File: config.mk
export PLATFORM = sky130hd
export DESIGN_NAME = pwm_sub_counter
export DESIGN_NICKNAME = d
export VERILOG_FILES = /design/src/rtl/pwm_sub_counter.sv
export SDC_FILE = /design/constraint.sdc
export NUM_CORES = 1
export LEC_CHECK = 0
export BUFFER_PORTS_ARGS = -buffer_cell sky130_fd_sc_hd__buf_2
export CAP_MARGIN = 10
export CORE_MARGIN = 2
export CORE_UTILIZATION = 55
export CTS_CLUSTER_SIZE = 12
export DETAILED_ROUTE_END_ITERATION = 10
export PLACE_DENSITY = 0.81
export SLEW_MARGIN = 10
export SYNTH_ARGS = -nofsm -noshare
export SYNTH_HDL_FRONTEND = slang
export SYNTH_SLANG_ARGS = --single-unit
File: constraint.sdc
create_clock -name clk -period 2.7 [get_ports clk]
set_input_delay 0.135 -clock clk [delete_from_list [all_inputs] [get_ports clk]]
set_output_delay 0.135 -clock clk [all_outputs]
set_load 0.02 [all_outputs]
File: src/rtl/pwm_sub_counter.sv
module pwm_sub_counter #(
  parameter int W = 16
) (
  input  logic         clk,
  input  logic         rst_n,
  input  logic         cnt_en,
  input  logic         reg_wen,
  input  logic [1:0]   reg_addr,
  input  logic [W-1:0] reg_wdata,
  output logic [W-1:0] reg_rdata,
  output logic [W-1:0] cnt,
  output logic         pwmx,
  output logic         lsync,
  output logic         reload
);

  logic signed [W-1:0] init_sh, mid_sh, max_sh;
  logic signed [W-1:0] init_act, mid_act, max_act;
  logic signed [W-1:0] cnt_q;
  logic ldok, ldmode;

  wire at_max   = (cnt_q == max_act);
  wire at_mid   = (cnt_q == mid_act);
  wire ctrl_wr  = reg_wen && (reg_addr == 2'd3);
  wire xfer_rel = ldok && cnt_en && at_max;
  wire xfer_imm = ctrl_wr && reg_wdata[0] && reg_wdata[1];
  wire xfer     = xfer_rel || xfer_imm;
  wire val_wr   = reg_wen && (reg_addr != 2'd3) && !ldok;

  assign cnt = cnt_q;

  always_comb begin
    case (reg_addr)
      2'd0:    reg_rdata = init_sh;
      2'd1:    reg_rdata = mid_sh;
      2'd2:    reg_rdata = max_sh;
      default: reg_rdata = {{(W-2){1'b0}}, ldmode, ldok};
    endcase
  end

  always_ff @(posedge clk) begin
    if (!rst_n) begin
      init_sh <= '0; mid_sh <= '0; max_sh <= '0;
      init_act <= '0; mid_act <= '0; max_act <= '0;
      ldok <= 1'b0; ldmode <= 1'b0;
    end else begin
      if (val_wr) begin
        case (reg_addr)
          2'd0:    init_sh <= reg_wdata;
          2'd1:    mid_sh  <= reg_wdata;
          default: max_sh  <= reg_wdata;
        endcase
      end
      if (ctrl_wr) ldmode <= reg_wdata[1];
      if (xfer) begin
        init_act <= init_sh;
        mid_act  <= mid_sh;
        max_act  <= max_sh;
        ldok     <= 1'b0;
      end else if (ctrl_wr && reg_wdata[0]) begin
        ldok <= 1'b1;
      end
    end
  end

  always_ff @(posedge clk) begin
    if (!rst_n) begin
      cnt_q <= '0; pwmx <= 1'b0; lsync <= 1'b0; reload <= 1'b0;
    end else if (cnt_en) begin
      if (at_max) begin
        cnt_q  <= xfer_rel ? init_sh : init_act;
        reload <= 1'b1;
        lsync  <= 1'b1;
        pwmx   <= 1'b0;
      end else begin
        cnt_q  <= cnt_q + 1'b1;
        reload <= 1'b0;
        if (at_mid) begin
          pwmx  <= 1'b1;
          lsync <= 1'b0;
        end
      end
    end else begin
      reload <= 1'b0;
    end
  end

  p_excl_outputs_r4: assert property (@(posedge clk) disable iff (!rst_n)
    !(pwmx && lsync));
  p_reload_sync_r3: assert property (@(posedge clk) disable iff (!rst_n)
    reload |-> lsync);
  p_commit_clears_r6: assert property (@(posedge clk) disable iff (!rst_n)
    (ldok && cnt_en && cnt_q == max_act) |=> !ldok);
  p_locked_write_r8: assert property (@(posedge clk) disable iff (!rst_n)
    (ldok && reg_wen && reg_addr == 2'd1) |=> $stable(mid_sh));
  p_hold_when_off_r10: assert property (@(posedge clk) disable iff (!rst_n)
    !cnt_en |=> ($stable(cnt_q) && !reload));

endmodule

# ---- Word level (Yosys, flattened, before mapping)
# Cells that the tools add are included.
dict set report op_classes {
  addsub 1
  n_eq_ne 6
  muxes 8
  n_bitwise 2
  reduce_logical 18
}
# operator count
set op_table {}
lappend op_table {{$pmux 16 s3} 1}
lappend op_table {{$eq 16x16->1} 2}
lappend op_table {{$mux 16} 2}
lappend op_table {{$add 16x1->16 const B} 1}
lappend op_table {{$reduce_and 2->1} 5}
lappend op_table {{$logic_and 1x1->1} 7}
lappend op_table {{$mux 1} 5}
lappend op_table {{$eq 2x2->1 const B} 2}
lappend op_table {{$reduce_or 2->1} 2}
lappend op_table {{$eq 2x1->1 const B} 1}
lappend op_table {{$logic_not 2->1} 1}
lappend op_table {{$ne 2x2->1 const B} 1}
lappend op_table {{$not 1->1} 2}
lappend op_table {{$reduce_bool 2->1} 1}
lappend op_table {{$logic_not 1->1} 1}
lappend op_table {{$logic_or 1x1->1} 1}
dict set report totals {
  regBits 117
  elab_cells 47
}

# ---- Longest topological paths before layout
dict set report logic_depth {
  ltp_word 6
  ltp_mapped 8
  ltp_nobuf 6
}

# ---- Least setup slack after synthesis
# OpenSTA, ideal clock, no wires.
dict set report synth_timing {
  kind {reg2reg}
  from {register cnt_q[8] (netlist: cnt[8])}
  to {register pwmx}
  setup_time_ns 0.116
  arrival_ns 2.065
  setup_slack_ns 0.519
  path_stages_with_launch 9
  path_buffers 3
  path_cell_list {dfxtp_1 clkbuf_1 xnor2_1 nand4_1 nor4_4 buf_2 buf_2 nand2_1 o211a_1}
}
dict set report synth_between {
  elab_chain_len 3
  word_cells_on_any_way 5
  cone_classes {eq/ne (2); mux (1); reduce/logical (2)}
}
# item line_no
set synth_lines {}
lappend synth_lines {{start, declared} 19} ;# logic signed [W-1:0] cnt_q;
lappend synth_lines {{start signal, assigned} 71} ;# cnt_q <= xfer_rel ? init_sh : init_act;
lappend synth_lines {{start signal, assigned} 76} ;# cnt_q <= cnt_q + 1'b1;
lappend synth_lines {{$eq 16x16->1 (on tied branches)} {22, 23}}
lappend synth_lines {{$reduce_bool 2->1 (no line)} --}
lappend synth_lines {{$reduce_and 2->1 (no line)} --}
lappend synth_lines {{end signal, assigned} 68} ;# cnt_q <= '0; pwmx <= 1'b0; lsync <= 1'b0; reload <= 1'b0;
lappend synth_lines {{end signal, assigned} 74} ;# pwmx <= 1'b0;
lappend synth_lines {{end signal, assigned} 79} ;# pwmx <= 1'b1;
lappend synth_lines {{end, declared} 12} ;# output logic pwmx,
# Parallel ways exist; a longest one is shown, timed or not.
# A chain may end at the register's enable or synchronous reset.

# ---- Final worst setup path
dict set report layout_timing {
  from {register cnt_q[11] (netlist: cnt[11])}
  to {register cnt_q[4] (netlist: cnt[4])}
}
dict set report layout_between {
  elab_chain_len 4
}
# item line_no
set layout_lines {}
lappend layout_lines {{$eq 16x16->1 *} 22} ;# wire at_max = (cnt_q == max_act);
lappend layout_lines {{$logic_and 1x1->1} 25} ;# wire xfer_rel = ldok && cnt_en && at_max;
lappend layout_lines {{$mux 16} 71}
lappend layout_lines {{$mux 16 *} 70} ;# if (at_max) begin
# Every way passes the cells marked *; elsewhere a longest branch is shown, timed or not.

==> results.md <==
- Crit path DAT: approximately 2.8 ns
- Crit start category: flop
- Worst clock skew: roughly 0.011 ns
- Worst-path maximum fanout: 36
- Worst Hold Class: in2reg
- Worst hold slack: ~0.11 ns
- Final setup viols: 0
- DR pass1 iterations: 6
- RSZ-0062 raised after global routing: false
- Peak supply drop: approximately 0.45 mV
- Synthesis Warnings: 0
- Status: complete, no violations
- I/O Pins: 57
- Clk_lat worst skew: a little over 0.5 ns
- Reg clk slew, reported paths: 0.06 ns
- Slew headroom: ~28%
- Cells after Synth: approximately 700
- Clock sinks: around 120
- GRT Resource Usage Total: just under 30%
- Post-route ant nets: 0
- Layout area overhead: 19.3%
- Leakage: just under 3 nW
- H-Tree Depth: 4
- CTS max path bufs: 2
- Die W: 105 µm
- GRT Residual Overflow: 0
- Wire per inst: 17.7 µm
- Vias in the first global route: roughly 5000
- Largest net degree at the start of global routing: 85
- Synth Register Bits: between 100 and 150
- Vias post-DR: around 5300
- Setup bufs post-CTS: 0
- Worst-Margin Slew: approximately 1.1 ns
- GP Congestion: roughly 0.89
- DPL Wire Length: about 11 mm
- # rows: 37
- First-pass GRT wire length: ~26 mm
- Setup TNS: 0 ns
- Part of the cycle the worst path needs: between 80% and 90%
- Worst Path Required: about 3.1 ns
- Setup crit end kind: flop
- Register area share after synthesis: around 41%
- Antenna diodes: 0
- Number of distinct library cells after synthesis: 45
- Slew Limit Fails: 0
- Cell area after synthesis: 5670 µm²
- Die Area: around 11000 µm²
- Drt total wl: between 15 and 20 mm
- Drt first-iter violations: 546
- Hold Vio Cnt, Final: 0
- Post-synth top flop: dfxtp_1
- Port bufs: 56
- Pwr per Cell Area: 617 nW/µm²
- CTS root buffer: clkbuf_8
- Average cell area after synthesis: approximately 8 µm²
- Max_cap viols: 0
- Syn_nets: 717
- Fin crit period: roughly 2.4 ns
- Synth area leaders: dfxtp_1, nand2_1, mux2i_1
- Fmax: between 400 and 500 MHz
- DRC errors left: 0
- Die height: approximately 110 µm
- Post-synth EDFFs: 0
- Initial Utilization: a little under three fifths
- Yosys top cell area share: 41.3%
- Layout net count: 770
- Cell taking the most area after synthesis: dfxtp_1
- Area of the core: between 10000 and 15000 µm²
- Num CTS Buffers: 17
- Non-filler cells in the finished layout: 895
- Initial antenna violation count: 0
- CTS tree: built
- Ys async rst share: 0%
- Setup CP Type: reg2reg
- Share of layout cells above drive strength 1: between 15 and 20%
- Placed cell count: 847
- Drt via density: between 5 and 6
==> power by group <==
group	switching [mW]	internal [mW]	total, mW
logic	0.224	0.130	0.354
clock network	0.770	1.25	2.02
registers	0.0340	1.76	1.80
==> worst max-delay path: stages (launching register included) <==
cell and delay (ns):
dfxtp_1 0.51, xnor2_1 0.17, nand4_1 0.19, nor4_4 0.36, buf_4 0.41, mux2_2 0.39
a32o_1 0.21
==> layout make-up <==
class | count | area [µm²]
Timing Repair Buffer | 90 | 606
Clock buffer | 21 | 449
Tap cell | 136 | 170
Sequential cell | 117 | 2340
Clock inverter | 10 | 82.6
Multi-Input combinational cell | 518 | 3100
Inverter | 3 | 11.3
Fill cell | 767 | 3380
==> kinds of logic after synthesis <==
group	share of synthesized area [%]
XOR/XNOR	4.95
buffers and inverters	4.37
flip-flops	41.3
adder cells (fa/ha/maj)	0.221
multiplexers	16.8
AO/OA/AOI/OAI	9.85
AND/OR/NAND/NOR	22.5
==> sequential cells by signal, summed over array words and instances, names as in the netlist <==
| register | flops |
|---|---|
| cnt | 16 |
| max_sh | 16 |
| lsync | 1 |
| max_act | 16 |
| mid_sh | 16 |
| reload | 1 |
| mid_act | 16 |
| ldmode | 1 |
| init_act | 16 |
| init_sh | 16 |
| ldok | 1 |
| pwmx | 1 |
==> synthesized netlist by cell type, drive strengths merged, types with 3 or more instances <==
| master | number |
|---|---|
| nor3 | 3 |
| nand2b | 3 |
| nor2b | 3 |
| mux2 | 12 |
| mux2i | 77 |
| dfxtp | 117 |
| a32o | 6 |
| or4 | 7 |
| a31oi | 9 |
| clkbuf | 43 |
| nor4 | 4 |
| a21oi | 51 |
| nand2 | 231 |
| nand4 | 5 |
| xor2 | 8 |
| xnor2 | 24 |
| o21ai | 22 |
| nand3 | 13 |
| or3 | 3 |
| nand3b | 4 |
| buf | 13 |
| nor2 | 11 |
==> cells in the final DEF (no fill, tap or decap), types with 16 or more instances in the layout <==
cell,instances
dfxtp_1,117
buf_4,16
nand2_1,231
clkbuf_16,16
a21oi_1,51
mux2i_1,77
dlygate4sd3_1,17
o21ai_0,22
xnor2_1,24
buf_2,55
==> per-stage QoR <==
step,cell area [µm²],power [mW],setup WS [ns],utilization (%)
6_report,6760,4.17,0.339,66.7
5_1_grt,6760,4.27,0.240,66.7
4_1_cts,6760,4.16,0.357,66.7
3_5_place_dp,6060,2.16,0.404,59.8
3_3_place_gp,6060,2.15,0.470,59.8
2_1_floorplan,5670,2.05,0.519,-
==> what timing repair did <==
action / in CTS / in global routing
hold endpoints to repair: 50 / 0
resized for setup: 0 / 0
hold buffers: 17 / 0
==> worst paths after layout <==
kind	startpoint	end	slack (ns)	cells past startpoint
worst max register to register	cnt[11]$_SDFFE_PN0P_	cnt[4]$_SDFFE_PN0P_	0.34	6
worst min-delay path	reg_wen	ldmode$_SDFFE_PN0N_	0.11	4
worst max-delay path	cnt[11]$_SDFFE_PN0P_	cnt[4]$_SDFFE_PN0P_	0.34	6
worst min register to register	init_act[12]$_SDFFE_PN0P_	init_act[12]$_SDFFE_PN0P_	0.46	2
==> metal layers <==
metal | vias up | GRT usage (%) | part of all wire, %
li1 | 2460 | - | -
met1 | 2438 | 38.9 | 42
met2 | 328 | 46.8 | 47
met3 | 40 | 5.69 | 8.8
met4 | 0 | 9.87 | 2.4
met5 | - | 0 | 0
Note: power is estimated with default switching activity, not from simulation.
